### src/rtl/mbx_pkg.sv
package mbx_pkg;
  localparam int DATA_W    = 8;
  localparam int WIN_AW    = 6;
  localparam int IN_SLOTS  = 7;
  localparam int NUM_VEC   = 3;
  localparam int VEC_BASE  = 'h2C;
  localparam int VEC_STEP  = 8;
  localparam int FLAG_SLOT = 2;

  localparam logic [WIN_AW-1:0] CMD_OFF  = 6'h28;
  localparam logic [WIN_AW-1:0] TG_FIRST = 6'h20;
  localparam logic [WIN_AW-1:0] TG_LAST  = 6'h27;

  typedef enum int {EV_SEQ = 0, EV_MIDI = 1, EV_MOD = 2} vec_ev_e;

  function automatic logic [WIN_AW-1:0] vec_offset(input int idx);
    return WIN_AW'(VEC_BASE + VEC_STEP * idx);
  endfunction
endpackage

### src/rtl/mbx_bus_front.sv
module mbx_bus_front #(
  parameter int DW = 8,
  parameter int AW = 6
) (
  input  logic          clk,
  input  logic          rst,
  input  logic          cs_n,
  input  logic          oe_n,
  input  logic [AW:0]   addr,
  input  logic [DW-1:0] din,
  output logic          smp_wr,
  output logic [AW-1:0] smp_off,
  output logic [DW-1:0] smp_din,
  output logic          acc_start,
  output logic          d_oe
);
  logic smp_active, prev_active;

  always_ff @(posedge clk) begin
    if (rst) begin
      smp_active  <= 1'b0;
      prev_active <= 1'b0;
      smp_wr      <= 1'b0;
      smp_off     <= '0;
      smp_din     <= '0;
      d_oe        <= 1'b0;
    end else begin
      smp_active  <= !cs_n && !oe_n;
      prev_active <= smp_active;
      smp_wr      <= addr[AW];
      smp_off     <= addr[AW-1:0];
      smp_din     <= din;
      d_oe        <= smp_active && !smp_wr;
    end
  end

  assign acc_start = smp_active && !prev_active;

  assert_idle_undriven_R2: assert property (@(posedge clk) disable iff (rst)
    (cs_n || oe_n) |-> ##2 !d_oe);
  assert_pwrite_undriven_R2: assert property (@(posedge clk) disable iff (rst)
    (!cs_n && !oe_n && addr[AW]) |-> ##2 !d_oe);
endmodule

### src/rtl/mbx_out_window.sv
module mbx_out_window
  import mbx_pkg::*;
#(
  parameter int DW = 8,
  parameter int AW = 6
) (
  input  logic          clk,
  input  logic          rst,
  input  logic          lcl_we,
  input  logic [AW-1:0] lcl_waddr,
  input  logic [DW-1:0] lcl_wdata,
  input  logic [AW-1:0] rd_off,
  input  logic          rd_start,
  output logic [DW-1:0] rd_data
);
  localparam int DEPTH = 1 << AW;

  logic [DW-1:0] mem [DEPTH];
  logic [DW-1:0] ram_q, cmd_q, cmd_snap;
  logic          sel_cmd, sel_tg;
  logic          cmd_lwr, cmd_clr;

  always_ff @(posedge clk) begin
    if (lcl_we) mem[lcl_waddr] <= lcl_wdata;
    ram_q <= mem[rd_off];
  end

  assign cmd_lwr = lcl_we && (lcl_waddr == CMD_OFF);
  assign cmd_clr = rd_start && (rd_off == CMD_OFF);

  always_ff @(posedge clk) begin
    if (rst) begin
      cmd_q    <= '0;
      cmd_snap <= '0;
      sel_cmd  <= 1'b0;
      sel_tg   <= 1'b0;
    end else begin
      if (cmd_lwr)      cmd_q <= lcl_wdata;
      else if (cmd_clr) cmd_q <= '0;
      if (rd_start) cmd_snap <= cmd_q;
      sel_cmd <= (rd_off == CMD_OFF);
      sel_tg  <= (rd_off >= TG_FIRST) && (rd_off <= TG_LAST);
    end
  end

  always_comb begin
    if (sel_cmd)     rd_data = cmd_snap;
    else if (sel_tg) rd_data = {1'b0, ram_q[DW-2:0]};
    else             rd_data = ram_q;
  end

  assert_cmd_oneshot_R8: assert property (@(posedge clk) disable iff (rst)
    (cmd_clr && !cmd_lwr) |=> (cmd_q == '0));
  assert_tg_msb_R7: assert property (@(posedge clk) disable iff (rst)
    sel_tg |-> !rd_data[DW-1]);
endmodule

### src/rtl/mbx_in_mailbox.sv
module mbx_in_mailbox
  import mbx_pkg::*;
#(
  parameter int DW    = 8,
  parameter int AW    = 6,
  parameter int SLOTS = 7,
  localparam int IAW  = $clog2(SLOTS)
) (
  input  logic           clk,
  input  logic           rst,
  input  logic           wr_start,
  input  logic [AW-1:0]  wr_off,
  input  logic [DW-1:0]  wr_data,
  input  logic           lcl_re,
  input  logic [IAW-1:0] lcl_raddr,
  output logic [DW-1:0]  lcl_rdata,
  output logic           lcl_rnew,
  output logic           lcl_rovr
);
  logic [DW-1:0] data_q [SLOTS];
  logic [SLOTS-1:0] new_q, ovr_q;

  for (genvar i = 0; i < SLOTS; i++) begin : g_slot
    logic hit_w, hit_r;
    assign hit_w = wr_start && (wr_off == AW'(i));
    assign hit_r = lcl_re && (lcl_raddr == IAW'(i));

    always_ff @(posedge clk) begin
      if (rst) begin
        data_q[i] <= '0;
        new_q[i]  <= 1'b0;
        ovr_q[i]  <= 1'b0;
      end else begin
        if (hit_w) begin
          if (i == FLAG_SLOT) data_q[i] <= {{(DW-1){1'b0}}, wr_data[0]};
          else                data_q[i] <= wr_data;
          new_q[i] <= 1'b1;
          ovr_q[i] <= new_q[i] && !hit_r;
        end else if (hit_r) begin
          new_q[i] <= 1'b0;
          ovr_q[i] <= 1'b0;
        end
      end
    end

    assert_ovr_implies_new_R5: assert property (@(posedge clk) disable iff (rst)
      ovr_q[i] |-> new_q[i]);
    assert_read_clears_R4: assert property (@(posedge clk) disable iff (rst)
      (hit_r && !hit_w) |=> !new_q[i]);
  end

  always_ff @(posedge clk) begin
    if (rst) begin
      lcl_rdata <= '0;
      lcl_rnew  <= 1'b0;
      lcl_rovr  <= 1'b0;
    end else if (lcl_re) begin
      if (lcl_raddr < IAW'(SLOTS)) begin
        lcl_rdata <= data_q[lcl_raddr];
        lcl_rnew  <= new_q[lcl_raddr];
        lcl_rovr  <= ovr_q[lcl_raddr];
      end else begin
        lcl_rdata <= '0;
        lcl_rnew  <= 1'b0;
        lcl_rovr  <= 1'b0;
      end
    end
  end

  assert_flag_slot_bit_R3: assert property (@(posedge clk) disable iff (rst)
    data_q[FLAG_SLOT][DW-1:1] == '0);
endmodule

### src/rtl/mbx_vec_events.sv
module mbx_vec_events
  import mbx_pkg::*;
#(
  parameter int AW   = 6,
  parameter int NVEC = 3
) (
  input  logic            clk,
  input  logic            rst,
  input  logic            rd_start,
  input  logic [AW-1:0]   rd_off,
  output logic [NVEC-1:0] evt
);
  for (genvar i = 0; i < NVEC; i++) begin : g_vec
    always_ff @(posedge clk) begin
      if (rst) evt[i] <= 1'b0;
      else     evt[i] <= rd_start && (rd_off == vec_offset(i));
    end

    assert_single_pulse_R6: assert property (@(posedge clk) disable iff (rst)
      evt[i] |=> !evt[i]);
  end

  assert_one_event_R6: assert property (@(posedge clk) disable iff (rst)
    $onehot0(evt));
endmodule

### src/rtl/mbx_rom_bridge.sv
module mbx_rom_bridge
  import mbx_pkg::*;
#(
  parameter int DW       = mbx_pkg::DATA_W,
  parameter int AW       = mbx_pkg::WIN_AW,
  parameter int SLOTS    = mbx_pkg::IN_SLOTS,
  parameter int NVEC     = mbx_pkg::NUM_VEC,
  localparam int IAW     = $clog2(SLOTS)
) (
  input  logic           clk,
  input  logic           rst,
  input  logic           bus_cs_n,
  input  logic           bus_oe_n,
  input  logic [AW:0]    bus_addr,
  input  logic [DW-1:0]  bus_d_in,
  output logic [DW-1:0]  bus_d_out,
  output logic           bus_d_oe,
  input  logic           lcl_we,
  input  logic [AW-1:0]  lcl_waddr,
  input  logic [DW-1:0]  lcl_wdata,
  input  logic           lcl_re,
  input  logic [IAW-1:0] lcl_raddr,
  output logic [DW-1:0]  lcl_rdata,
  output logic           lcl_rnew,
  output logic           lcl_rovr,
  output logic           evt_seq_tick,
  output logic           evt_midi_rx,
  output logic           evt_mod_tick
);
  logic          smp_wr, acc_start;
  logic [AW-1:0] smp_off;
  logic [DW-1:0] smp_din;
  logic [NVEC-1:0] evt;

  mbx_bus_front #(.DW(DW), .AW(AW)) u_front (
    .clk(clk), .rst(rst), .cs_n(bus_cs_n), .oe_n(bus_oe_n),
    .addr(bus_addr), .din(bus_d_in),
    .smp_wr(smp_wr), .smp_off(smp_off), .smp_din(smp_din),
    .acc_start(acc_start), .d_oe(bus_d_oe)
  );

  mbx_out_window #(.DW(DW), .AW(AW)) u_win (
    .clk(clk), .rst(rst),
    .lcl_we(lcl_we), .lcl_waddr(lcl_waddr), .lcl_wdata(lcl_wdata),
    .rd_off(smp_off), .rd_start(acc_start && !smp_wr),
    .rd_data(bus_d_out)
  );

  mbx_in_mailbox #(.DW(DW), .AW(AW), .SLOTS(SLOTS)) u_mbox (
    .clk(clk), .rst(rst),
    .wr_start(acc_start && smp_wr), .wr_off(smp_off), .wr_data(smp_din),
    .lcl_re(lcl_re), .lcl_raddr(lcl_raddr),
    .lcl_rdata(lcl_rdata), .lcl_rnew(lcl_rnew), .lcl_rovr(lcl_rovr)
  );

  mbx_vec_events #(.AW(AW), .NVEC(NVEC)) u_evt (
    .clk(clk), .rst(rst),
    .rd_start(acc_start && !smp_wr), .rd_off(smp_off),
    .evt(evt)
  );

  assign evt_seq_tick = evt[int'(EV_SEQ)];
  assign evt_midi_rx  = evt[int'(EV_MIDI)];
  assign evt_mod_tick = evt[int'(EV_MOD)];

  assert_no_evt_on_write_R6: assert property (@(posedge clk) disable iff (rst)
    (acc_start && smp_wr) |=> (evt == '0));
endmodule

### config.mk
export PLATFORM = sky130hd
export DESIGN_NAME = mbx_rom_bridge
export DESIGN_NICKNAME = d
export VERILOG_FILES = /design/src/rtl/mbx_pkg.sv /design/src/rtl/mbx_bus_front.sv /design/src/rtl/mbx_out_window.sv /design/src/rtl/mbx_in_mailbox.sv /design/src/rtl/mbx_vec_events.sv /design/src/rtl/mbx_rom_bridge.sv
export SDC_FILE = /design/constraint.sdc
export NUM_CORES = 1
export LEC_CHECK = 0
export ABC_AREA = 1
export CORE_ASPECT_RATIO = 1.75
export CORE_MARGIN = 3
export CORE_UTILIZATION = 30
export DETAILED_ROUTE_END_ITERATION = 6
export HOLD_SLACK_MARGIN = 0.03
export PLACE_DENSITY_LB_ADDON = 0.05
export SYNTH_ARGS = -nofsm -noshare
export SYNTH_HDL_FRONTEND = slang
export SYNTH_HIERARCHICAL = 1
export SYNTH_SLANG_ARGS = --single-unit
### constraint.sdc
create_clock -name clk -period 2.7 [get_ports clk]
set_input_delay 0.54 -clock clk [delete_from_list [all_inputs] [get_ports clk]]
set_output_delay 0.54 -clock clk [all_outputs]
set_load 0.05 [all_outputs]
==> impl_results.md <==
- Router iterations before antenna repair: 5
- Max-cap violations: 0
- Fin Setup TNS: 0 ps
- Die Span Y: 402 um
- Die W: 232 um
- Residual DRC: 0
- Area Overhead vs Synth: 16.5%
- Root buffer cell: clkbuf_16
- First-pass GRT wire length: 127000 um
- Leakage power: 0.0124 uW
- Wire length per cell: 21.7 um
- # hold bufs at CTS: 0
- Crit path launch type: register
- Synth top area share: 62.8%
- Min-Delay Path Class: in -> reg
- Slew Viols, Final: 0
- Row count: 144
- # diodes: 0
- CTS H-tree depth: 2
- Critical path class: reg -> out
- RSZ-0062 raised after global routing: false
- Fin. Hold Viols: 0
- Mean Syn Cell Area: 10.2 um2
- Total power: 20600 uW
- GPL Wtd Cong: 0.812
- Layout cells sized above 1: 10.9%
- Worst-case clock buffer depth: 3
- Initial antenna violation count: 1
- Slowest cell delay on critical path: 540 ps
- Crit-path most repeated cell: nand2_1
- Ranking of synthesized cells by area: edfxtp_1 (63%), nand2_1 (11%), dfxtp_1 (5.3%)
- Pin count of the biggest net entering global routing: 125
- Sequential cell area fraction in the yosys report: 68.1%
- Final core occ: 35.3%
- Dpl hpwl: 57600 um
- Die footprint: 93200 um2
- Routed WL: 86500 um
- Tcrit/Tclk final: 91.8%
- Max_slew headroom: 56.7%
- Outcome: finished clean
- Syn_nets: 2675
- DR iter-0 viols: 1049
- Cell Pwr Density: 660 nW/um2
- Vias in the first global route: 19300
- Final Setup Violations: 0
- Worst-Skew Late Latency: 640 ps
- Synthesis-stage register bit count: 632
- WHS: 328 ps
- IO Pins: 60
- Synthesized instance count: 2637
- Fmax achieved: 403 MHz
- Final period demand of the worst path: 2480 ps
- Total CTS buffers: 60
- Final #Nets: 2814
- Clk_skew: 17.0 ps
- CP Data Required Time: 2160 ps
- Starting Density: 30.3%
- Vias after detailed routing: 18300
- Critical path fanouts, max: 9
- Worst-Margin Slew: 649 ps
- Worst vdd ir: 0.000354 V
- Worst-path clk slew: 60 ps
- I/O Buffers: 59
- Worst setup EP type: output port
- Critical Path, Cell by Cell: inv_1 > nand2_1 > nand2_1 > dlygate4sd2_1
- Post-route ant nets: 0
- Avg Vias per Cell: 4.59
- GRT overflow: 0
- Netlist cell types: 31
- R2r setup slk: 490 ps
- Gr usage total: 18.6%
- Leading area contributor after synthesis: edfxtp_1
- CTS sink cnt: 632
- Worst path slowest cell: dlygate4sd2_1
- Ys Warns: 6
- CTS tree: yes
- Arrival @ worst endpoint: 1940 ps
- CORE AREA: 88500 um2
- Syn Std Cell Area: 26800 um2
## Yosys cell counts (all sizes together)
cell type / instances
nor2: 328
nor4: 8
buf: 96
clkbuf: 25
o21ai: 79
nand3: 248
nand4: 18
dfxtp: 71
clkinv: 7
inv: 282
edfxtp: 561
and3: 1
or2: 33
a211oi: 8
a21oi: 57
o211ai: 12
o22ai: 1
nand2: 802
## kinds of logic after synthesis
kind of cell / after synthesis / synth area share [%]
AND/OR/NAND/NOR: 1438 / 22.1
flip-flops: 632 / 68.1
buffers and inverters: 410 / 6.65
AO/OA/AOI/OAI: 157 / 3.15
## cells in the final DEF (no fill, tap or decap), types with 17 or more instances in the layout
cell             synthesis  routed
nor2_2                  15      17
clkbuf_16                0      62
dfxtp_1                 71      68
nand3_1                248     248
buf_4                   12     125
edfxtp_1               561     561
o21ai_0                 62      62
clkdlybuf4s50_1          0      42
nand4_1                 17      17
clkinv_1                 7      24
a21oi_1                 57      57
nand2_1                800     800
inv_1                  267     267
buf_12                   0      17
nor2_1                 310     308
or2_2                   31      31
## area by class of cell
| class | count | area, um2 |
|---|---|---|
| Clock buffer | 76 | 1650 |
| Fill cell | 9009 | 57200 |
| Timing Repair Buffer | 198 | 1800 |
| Multi-Input combinational cell | 1595 | 6800 |
| Inverter | 289 | 1090 |
| Clock inverter | 33 | 196 |
| Tap cell | 1168 | 1460 |
| Sequential cell | 632 | 18300 |
## sequential cells by signal, summed over array words and instances, names as in the netlist, 7 cells and up
signal	count
u_mbox/data_q	49
u_win/mem	512
u_win/cmd_snap	8
u_mbox/lcl_rdata	8
u_win/cmd_q	8
u_front/smp_din	8
u_mbox/new_q	7
u_win/ram_q	8
u_mbox/ovr_q	7
## metal layers
metal  up-vias  global-route usage [%]  wire length, um
met5         -                       0                0
met4         0                    7.36             3530
met1      8942                    20.6            33200
li1       8906                       -                -
met2       354                    35.6            47200
met3       131                    1.96             2560
## final timing paths
| path | to | start | depth (start not counted) |
|---|---|---|---|
| max | bus_d_out[6] | u_win/sel_cmd | 4 |
| min | u_win/mem[18][2] | lcl_wdata[2] | 1 |
| max reg2reg | u_win/ram_q[7] | u_front/smp_off[0] | 11 |
| min reg2reg | u_win/cmd_snap[0] | u_win/cmd_q[0] | 2 |
## per-stage QoR
step	setup slack [ps]	cells	instance area, um2
after floorplan	393	2637	26800
after CTS	139	3991	31300
after global placement	78.6	3882	29400
after detailed placement	87.1	3882	29400
after global routing	75.4	3991	31300
final	221	3991	31300
## critical path: cells and delay by family, from the launching register on
kind                   cells  cell delay (ps)
buffers and inverters      2              750
DFF                        1              390
and+or+nand+nor            2              160
## what timing repair did
item | 4_1_cts | 5_1_grt
setup buffers | 0 | 0
gates resized for setup | 7 | 0
endpoints found under the setup margin | 7 | 0
## where the power goes
| group | switching, uW | internal [uW] |
|---|---|---|
| registers | 59.3 | 10700 |
| clock network | 3730 | 4460 |
| logic | 1220 | 432 |
| total | 5000 | 15600 |
Note: power is estimated with default switching activity, not from simulation.
